===== src/rtl/cfgreg_pkg.sv =====
package cfgreg_pkg;

    localparam int CFG_W    = 16;
    localparam int CNT_W    = 5;
    localparam int REV_W    = 4;
    localparam int IDX_W    = 11;

    localparam int LEAD_N   = 256;
    localparam int LEAD_W   = 320;
    localparam int GAP_N    = 180;
    localparam int GAP_W    = 228;
    localparam int SIG_N    = 56;
    localparam int SIG_W    = 72;

    localparam logic [SIG_W-1:0] SIGNATURE = 72'h30F066012480F69055;

    localparam logic [CFG_W-1:0] USED_MASK = 16'h2781;
    localparam logic [CFG_W-1:0] RSV_MASK  = ~USED_MASK;

    typedef enum logic [1:0] {
        PH_WRITE = 2'd0,
        PH_READ  = 2'd1,
        PH_RUN   = 2'd2
    } phase_e;

    typedef enum logic [1:0] {
        FS_12P5 = 2'd0,
        FS_50   = 2'd1,
        FS_100  = 2'd2,
        FS_150  = 2'd3
    } fs_e;

    typedef struct packed {
        logic clk_div;
        fs_e  fs;
        logic wide;
        logic version;
        logic test;
    } fields_t;

    function automatic fields_t decode(input logic [CFG_W-1:0] w);
        fields_t f;
        f.clk_div = w[13];
        f.fs      = fs_e'(w[10:9]);
        f.wide    = w[8];
        f.version = w[7];
        f.test    = w[0];
        return f;
    endfunction

    function automatic logic [IDX_W-1:0] frame_len(input logic wide);
        return wide ? IDX_W'(LEAD_W + CFG_W + REV_W + GAP_W + SIG_W)
                    : IDX_W'(LEAD_N + CFG_W + REV_W + GAP_N + SIG_N);
    endfunction

    function automatic logic frame_bit(input logic             wide,
                                       input logic [CFG_W-1:0] w,
                                       input logic [REV_W-1:0] rev,
                                       input int               pos);
        int                 lead;
        int                 gap;
        int                 k;
        logic [CFG_W-1:0]   ws;
        logic [REV_W-1:0]   rs;
        logic [SIG_W-1:0]   ss;
        lead = wide ? LEAD_W : LEAD_N;
        gap  = wide ? GAP_W  : GAP_N;
        if (pos < lead) return 1'b0;
        k = pos - lead;
        if (k < CFG_W) begin
            ws = w >> (CFG_W - 1 - k);
            return ws[0];
        end
        k = k - CFG_W;
        if (k < REV_W) begin
            rs = rev >> (REV_W - 1 - k);
            return rs[0];
        end
        k = k - REV_W;
        if (k < gap) return 1'b0;
        k = k - gap;
        ss = SIGNATURE >> (SIG_W - 1 - k);
        return ss[0];
    endfunction

endpackage


===== src/rtl/cfgreg_edge.sv =====
module cfgreg_edge #(
    parameter bit RISE = 1'b1
) (
    input  logic clk,
    input  logic rst,
    input  logic sig,
    output logic pulse
);
    logic sig_q;

    always_ff @(posedge clk) begin
        if (rst) sig_q <= 1'b0;
        else     sig_q <= sig;
    end

    generate
        if (RISE) begin : g_rise
            assign pulse = sig & ~sig_q;
        end else begin : g_fall
            assign pulse = ~sig & sig_q;
        end
    endgenerate
endmodule


===== src/rtl/cfgreg_loader.sv =====
module cfgreg_loader
    import cfgreg_pkg::*;
(
    input  logic             clk,
    input  logic             rst,
    input  logic             cfg_fall,
    input  logic             cfg_din,
    input  logic             dclk_rise,
    input  logic             conv_rise,
    output logic [CFG_W-1:0] word_q,
    output phase_e           phase_q,
    output logic             done_q,
    output logic             err_q
);
    logic [CFG_W-1:0] shreg;
    logic [CNT_W-1:0] cnt;
    logic             ends;
    logic             good;

    assign ends = (phase_q == PH_WRITE) && (dclk_rise || conv_rise);
    assign good = (cnt == CNT_W'(CFG_W)) && ((shreg & RSV_MASK) == '0);

    always_ff @(posedge clk) begin
        if (rst) begin
            shreg   <= '0;
            cnt     <= '0;
            word_q  <= '0;
            phase_q <= PH_WRITE;
            done_q  <= 1'b0;
            err_q   <= 1'b0;
        end else begin
            if (conv_rise) begin
                phase_q <= PH_RUN;
            end else if (ends) begin
                phase_q <= PH_READ;
            end
            if (ends) begin
                if (good) begin
                    word_q <= shreg;
                    done_q <= 1'b1;
                end else if (cnt != '0) begin
                    err_q  <= 1'b1;
                end
            end else if (phase_q == PH_WRITE && cfg_fall) begin
                shreg <= {shreg[CFG_W-2:0], cfg_din};
                if (cnt != '1) cnt <= cnt + 1'b1;
            end
        end
    end

    AST_WORD_ONLY_WHEN_DONE: assert property (@(posedge clk) disable iff (rst)
        (word_q != $past(word_q)) |-> done_q);
    AST_FLAGS_EXCLUSIVE: assert property (@(posedge clk) disable iff (rst)
        !(done_q && err_q));
    AST_RESERVED_CLEAR: assert property (@(posedge clk) disable iff (rst)
        (word_q & RSV_MASK) == '0);
    AST_RUN_FROZEN: assert property (@(posedge clk) disable iff (rst)
        (phase_q == PH_RUN) |=> $stable(word_q));
    AST_LATE_BITS_IGNORED: assert property (@(posedge clk) disable iff (rst)
        (phase_q == PH_READ && !conv_rise) |=> $stable(word_q) && $stable(err_q));
endmodule


===== src/rtl/cfgreg_unload.sv =====
module cfgreg_unload
    import cfgreg_pkg::*;
(
    input  logic             clk,
    input  logic             rst,
    input  logic             dclk_rise,
    input  logic             din,
    input  phase_e           phase,
    input  logic [CFG_W-1:0] word,
    input  logic [REV_W-1:0] rev,
    output logic             dout
);
    logic [IDX_W-1:0] idx;
    logic [IDX_W-1:0] len;
    logic [IDX_W-1:0] total;
    logic [IDX_W-1:0] pos;
    logic             spent;

    assign len   = frame_len(word[8]);
    assign total = len << 1;
    assign pos   = (idx >= len) ? idx - len : idx;
    assign spent = (idx >= total);

    always_ff @(posedge clk) begin
        if (rst) begin
            idx  <= '0;
            dout <= 1'b0;
        end else if (phase == PH_RUN) begin
            dout <= 1'b0;
        end else if (dclk_rise) begin
            if (!spent) begin
                dout <= frame_bit(word[8], word, rev, int'(pos));
                idx  <= idx + 1'b1;
            end else begin
                dout <= din;
            end
        end
    end

    AST_CHAIN_FORWARD: assert property (@(posedge clk) disable iff (rst)
        (phase != PH_RUN && dclk_rise && spent) |=> (dout == $past(din)));
    AST_QUIET_AFTER_CONV: assert property (@(posedge clk) disable iff (rst)
        (phase == PH_RUN) |=> !dout);
    AST_FRAME_BOUND: assert property (@(posedge clk) disable iff (rst)
        idx <= total);
endmodule


===== src/rtl/cfgreg_serial.sv =====
module cfgreg_serial
    import cfgreg_pkg::*;
#(
    parameter logic [3:0] REV_ID = 4'b1010
) (
    input  logic       clk,
    input  logic       rst,
    input  logic       conv,
    input  logic       cfg_clk,
    input  logic       cfg_din,
    input  logic       dclk,
    input  logic       din,
    output logic       dout,
    output logic       clk_div,
    output logic [1:0] fs_range,
    output logic       fmt_wide,
    output logic       version,
    output logic       test_mode,
    output logic       cfg_done,
    output logic       cfg_err
);
    logic             cfg_fall;
    logic             dclk_rise;
    logic             conv_rise;
    logic [CFG_W-1:0] word;
    phase_e           phase;
    fields_t          fld;

    cfgreg_edge #(.RISE(1'b0)) i_cfg_edge  (.clk(clk), .rst(rst), .sig(cfg_clk), .pulse(cfg_fall));
    cfgreg_edge #(.RISE(1'b1)) i_dclk_edge (.clk(clk), .rst(rst), .sig(dclk),    .pulse(dclk_rise));
    cfgreg_edge #(.RISE(1'b1)) i_conv_edge (.clk(clk), .rst(rst), .sig(conv),    .pulse(conv_rise));

    cfgreg_loader i_loader (
        .clk(clk), .rst(rst),
        .cfg_fall(cfg_fall), .cfg_din(cfg_din),
        .dclk_rise(dclk_rise), .conv_rise(conv_rise),
        .word_q(word), .phase_q(phase),
        .done_q(cfg_done), .err_q(cfg_err)
    );

    cfgreg_unload i_unload (
        .clk(clk), .rst(rst),
        .dclk_rise(dclk_rise), .din(din),
        .phase(phase), .word(word), .rev(REV_ID),
        .dout(dout)
    );

    assign fld       = decode(word);
    assign clk_div   = fld.clk_div;
    assign fs_range  = fld.fs;
    assign fmt_wide  = fld.wide;
    assign version   = fld.version;
    assign test_mode = fld.test;
endmodule


===== config.mk =====
export PLATFORM = sky130hd
export DESIGN_NAME = cfgreg_serial
export DESIGN_NICKNAME = d
export VERILOG_FILES = /design/src/rtl/cfgreg_pkg.sv /design/src/rtl/cfgreg_edge.sv /design/src/rtl/cfgreg_loader.sv /design/src/rtl/cfgreg_unload.sv /design/src/rtl/cfgreg_serial.sv
export SDC_FILE = /design/constraint.sdc
export NUM_CORES = 1
export LEC_CHECK = 0
export BUFFER_PORTS_ARGS = -buffer_cell sky130_fd_sc_hd__buf_4
export CAP_MARGIN = 5
export CORE_MARGIN = 3
export CORE_UTILIZATION = 49
export CTS_BUF_LIST = sky130_fd_sc_hd__clkbuf_4 sky130_fd_sc_hd__clkbuf_8
export DETAILED_ROUTE_END_ITERATION = 10
export PLACE_DENSITY = 0.67
export SYNTH_ARGS = -nofsm -noshare
export SYNTH_HDL_FRONTEND = slang
export SYNTH_SLANG_ARGS = --single-unit

===== constraint.sdc =====
create_clock -name clk -period 4.2 [get_ports clk]
set_input_delay 1.26 -clock clk [delete_from_list [all_inputs] [get_ports clk]]
set_output_delay 1.26 -clock clk [all_outputs]
set_load 0.01 [all_outputs]

# After elaboration in Yosys (flattened, before gate mapping)
# Index checks and enable logic that the tools add are counted.
# Widths: inputs -> output; s select.
[totals]
out_inout_bits = 9
input_bits = 7
elab_cells = 100
regBits = 56
[classes]
n_eq_ne = 3
reduce_logical = 15
n_shift = 3
add_sub_neg = 10
muxes = 41
n_lt_le_gt_ge = 6
bitwise_logic = 10
[op_table]
columns = ["op", "count"]
rows = [
  ["$shr 70x32->1 const A", 1],
  ["$mux 1", 35],
  ["$lt 12x32->1", 1],
  ["$lt 32x32->1", 1],
  ["$lt 32x4->1 const B", 1],
  ["$lt 32x6->1 const B", 1],
  ["$shr 16x32->1", 1],
  ["$shr 4x32->1 const A", 1],
  ["$sub 12x32->32", 1],
  ["$sub 3x32->32 const A", 1],
  ["$sub 32x32->32", 1],
  ["$sub 32x4->32 const B", 1],
  ["$sub 32x6->32 const B", 1],
  ["$sub 5x32->32 const A", 1],
  ["$sub 8x32->32 const A", 1],
  ["$ge 11x11->1", 2],
  ["$logic_not 16->1", 1],
  ["$mux 7", 2],
  ["$add 11x1->11 const B", 1],
  ["$mux 11", 1],
  ["$sub 11x11->11", 1],
  ["$reduce_and 3->1", 3],
  ["$mux 8", 1],
  ["$not 1->1", 7],
  ["13 further kinds", 20],
]

# Logic depth before layout (Yosys ltp)
[logic_depth]
ltp_word = 32
depth_mapped = 20
mapped_depth_nobuf = 19

# Hierarchy
# Synthesis repeated with hierarchy kept, for this count alone.
[unflattened]
hier_cells = 433
hier_area_um2 = 3624.7
[modules_own_cells]
columns = ["mod", "area_each_um2", "n_inst", "seq_area_each_um2", "cells_per_inst"]
rows = [
  ["cfgreg_unload", 1938.1, 1, 240.2, 253],
  ["cfgreg_loader", 1549.0, 1, 820.8, 169],
  ["cfgreg_edge at i_conv_edge ...", 47.5, 2, 20.0, 3],
  ["cfgreg_edge at i_cfg_edge", 35.0, 1, 20.0, 3],
  ["cfgreg_serial", 7.5, 1, 0.0, 2],
]

# Least setup slack after synthesis
# Ideal clock, no wire load.
[synth_timing]
kind = "register to register"
startpoint = "reg i_unload.idx[2]"
endpoint = "reg i_unload.dout"
required_time_ns = 4.130
slack_ns = 0.291
n_path_buf = 2
stages_incl_launch_ff = 19
period_less_slack_ns = 3.909
setup_time_ns = 0.070
arrival_ns = 3.839
path_cell_list = "dfxtp_1 clkbuf_1 clkinv_1 ha_1 nand4b_1 or3_4 a31oi_1 ha_1 clkbuf_1 inv_1 xnor2_1 xor2_1 xor2_1 ha_1 nor2_1 a32oi_1 nor4b_1 a31oi_1 a21oi_1"
[synth_via]
elab_chain_len = 19
elab_cells_between_ends = 52
classes_between = "8 x add/sub; 6 x order compare; 3 x shift; 35 x mux"
[synth_lines]
columns = ["item", "line_no", "rtl"]
rows = [
  ["start: declaration", "cfgreg_unload.sv:13", "logic [IDX_W-1:0] idx;"],
  ["start signal: assignment", "cfgreg_unload.sv:33", "idx <= idx + 1'b1;"],
  ["parallel branches: the longest is 18 deep, another holds $sub 12x32->32", "-", ""],
  ["$mux 1 *", "cfgreg_unload.sv:31", "if (!spent) begin"],
  ["end signal: assignment", "cfgreg_unload.sv:32", "dout <= frame_bit(word[8], word, rev, int'(pos));"],
  ["end signal: assignment", "cfgreg_unload.sv:35", "dout <= din;"],
  ["end: declaration", "cfgreg_unload.sv:11", "output logic dout"],
]
# Mark *: on every way between the ends. The select of a mux whose other input is x is not followed.
# A chain may end at the register's enable or synchronous reset.

# Final worst setup path
[layout_timing]
startpoint = "reg i_unload.idx[4]"
endpoint = "reg i_unload.dout"
# Same word-level chain as after synthesis.

==> metrics.txt <==
Residual DRC=0; Async S/R FF share, synth=0%; clock buffer depth=2; PwrDens=217 nW/um^2; Synth Instances=457; cell taking the most area after synthesis=dfxtp_1; largest net degree at the start of global routing=48; Core Area=7410 um^2; overflow left after global routing=0; mean post-synth cell area=8.34 um^2; Storage cell area=1120 um^2; Slew Limit Fails=0; worst-skew pair later-pin latency=0.32 ns; crit path DAT=4.15 ns; Multi-input gate area=2510 um^2; Slew HR=50.4%; Fillers=702; Max Clk Rate=257 MHz; Vias per Instance=5.65; nets@finish=518; slowest stage delay, CP=0.42 ns; clock-pin slew on the worst setup and hold paths=0.11 ns; Initial Util=51.5%; first-pass GRT wire length=14400 um; Slew @ Worst Pin=0.738 ns; Cell Area, Synth=3810 um^2; worst r2r path cells=18; max cap viols=0; vias post-DR=3277; CP Class=reg2reg; RSZ-0062 raised after global routing=false; synth cell count leaders=56 x dfxtp_1, 56 x nor2_1, 31 x nand2_1; GRT Total Usage=19.9%; Worst Setup Start Kind=flop; vias in the first global route=3103; Cell Chain, Critical Path=inv_1, ha_2, nand4b_1, or3_4, a31oi_1, ha_1, or3_1, a21oi_1, nand2_1, o21ai_0, nor2b_2, xor2_1, ha_1, nor2_1, a32oi_1, nor4b_1, a31oi_1, a21oi_1; crit path time final=3.90 ns; WP buf/inv=1; Max FO, Critical Path=5; sequential-to-total area share from yosys stat=29.4%; Post-Route WL=8480 um; Worst path top cell family by delay=simple AND/OR/NAND/NOR gates; CTS Hold Buffers Added=0; die height=94.2 um; Area after DPL=4100 um^2; number of flops mapped to enable cells by yosys=0; Antenna diodes=0; HPWL after DPL=6400 um; initial antenna violation count=0; Final Hold Vio Count=0; Die ar.=8880 um^2; Distinct cells, synth=60; initial drt markers=210; cell row count=31; H-tree depth=2; Hold Crit Class=reg2reg; LEAKAGE=1.72 nW; share of the synthesized area in the top cell type=29.4%; Final GP Congestion=0.890; IO buf count=15; Peak supply drop=0.000175 V; crit share post-route=92.8%; Sink Count=56; hold path depth=2; Finished Cell Area=4230 um^2; Root Driver=clkbuf_8; TritonCTS clock tree=done; Top Ports=16; WL/cell=14.6 um; outcome=completed; WP depth=18; Num CTS Buffers=5; Finish-stage setup viols=0; Syn Nets=495; Area contributors post-synth=dfxtp_1 29%, ha_1 9.8%, mux2i_1 6.8%; hold slack=0.453 ns; Pre-antenna DRT Iters=4; ys flop type=dfxtp_1; Layout Skew=0.0119 ns; crit end category=flop; layout cells sized above 1=12.9%; CP max-delay cell=or3_4; post-route setup TNS=0 ns; Ys Warns=0; post-route ant nets=0; Yosys reg bits=56; CP required=4.46 ns; Die Wd=94.2 um; Area growth, synth to finish=11.0%
==> what timing repair did <==
action	4_1_cts	5_1_grt
endpoints found under the hold margin	0	0
setup endpoints to repair	0	1
gates resized for setup	0	6
setup buffers	0	2
==> tightest hold or removal path: cells and delay by family, from the launching register on <==
kind / cells / cell delay, ns
AO/OA/AOI/OAI: 1 / 0.05
buffers and inverters: 1 / 0.04
flip-flops: 1 / 0.33
==> report_power, final <==
| part | leakage, nW | internal [mW] | total, mW | switching (mW) |
|---|---|---|---|---|
| logic | 1.22 | 0.0263 | 0.0644 | 0.0381 |
| clock network | 0.0485 | 0.120 | 0.312 | 0.192 |
| registers | 0.453 | 0.536 | 0.541 | 0.00458 |
| total | 1.72 | 0.683 | 0.917 | 0.234 |
==> kinds of logic (layout without fill, tap and decap cells) <==
logic type	after synthesis	after routing	synth area share [%]
compound gates	85	85	16.2
buf+inv	50	74	5.18
simple gates	175	175	22.8
mux	30	30	9.19
xor+xnor	30	30	6.89
flops	56	56	29.4
fa+ha+maj	31	31	10.4
==> layout by cell type, fill, tap and decap left out, drive strengths merged, types with 2 or more instances in the layout <==
| master | n |
|---|---|
| o221ai | 3 |
| xor2 | 10 |
| xnor2 | 20 |
| a31oi | 8 |
| and2 | 11 |
| a21o | 2 |
| nor2b | 10 |
| a211oi | 2 |
| nand4 | 6 |
| inv | 31 |
| nor3b | 2 |
| nor4b | 3 |
| clkinv | 3 |
| mux4 | 4 |
| nor3 | 17 |
| nand3 | 17 |
| a21oi | 24 |
| and3 | 4 |
| o211ai | 2 |
| buf | 35 |
| clkbuf | 5 |
| o31ai | 2 |
| nor4 | 7 |
| o21ai | 19 |
| nor2 | 56 |
| mux2i | 26 |
| nand4b | 2 |
| o21a | 3 |
| a311oi | 2 |
| nand2 | 31 |
| a32oi | 3 |
| dfxtp | 56 |
| nand2b | 2 |
| o2111ai | 3 |
| ha | 30 |
| or3 | 3 |
==> per-stage QoR <==
step	worst slack [ns]	utilization [%]	std cells	power [mW]
after CTS	0.0156	56.6	578	0.926
final	0.302	57.2	580	0.917
after detailed placement	0.0401	55.4	570	0.618
after global routing	0.0207	57.2	580	0.953
after floorplan	0.291	-	457	0.597
after global placement	0.262	55.4	570	0.617
==> worst paths after layout <==
path | slack, ns | start | to
worst max-delay path | 0.30 | i_unload.idx[4] | i_unload.dout
worst min-delay path | 0.45 | i_loader.err_q | i_loader.err_q
worst max register to register | 0.30 | i_unload.idx[4] | i_unload.dout
worst min register to register | 0.45 | i_loader.err_q | i_loader.err_q
==> layer usage <==
metal	wire length, um	up-vias	track usage (%)
met4	114	0	4.45
met5	0	-	0
met3	267	10	3.13
met2	4080	56	34.1
li1	-	1665	-
met1	4020	1546	26.1
==> cell type report <==
cell class | instances | share of cell area (%)
Sequential cell | 56 | 26.6
Tap cell | 99 | 2.93
Multi-Input combinational cell | 351 | 59.4
Clock buffer | 5 | 1.63
Timing Repair Buffer | 35 | 6.21
Clock inverter | 3 | 0.532
Inverter | 31 | 2.75
==> state kept, by name, indices dropped and copies added, names as in the netlist <==
| name | cells |
|---|---|
| i_loader.cnt | 5 |
| i_dclk_edge.sig_q | 1 |
| i_loader.done_q | 1 |
| i_loader.word_q | 16 |
| i_loader.err_q | 1 |
| i_unload.idx | 11 |
| i_conv_edge.sig_q | 1 |
| i_cfg_edge.sig_q | 1 |
| i_loader.phase_q | 2 |
| i_loader.shreg | 16 |
| i_unload.dout | 1 |
(Power assumes the default switching activity.)
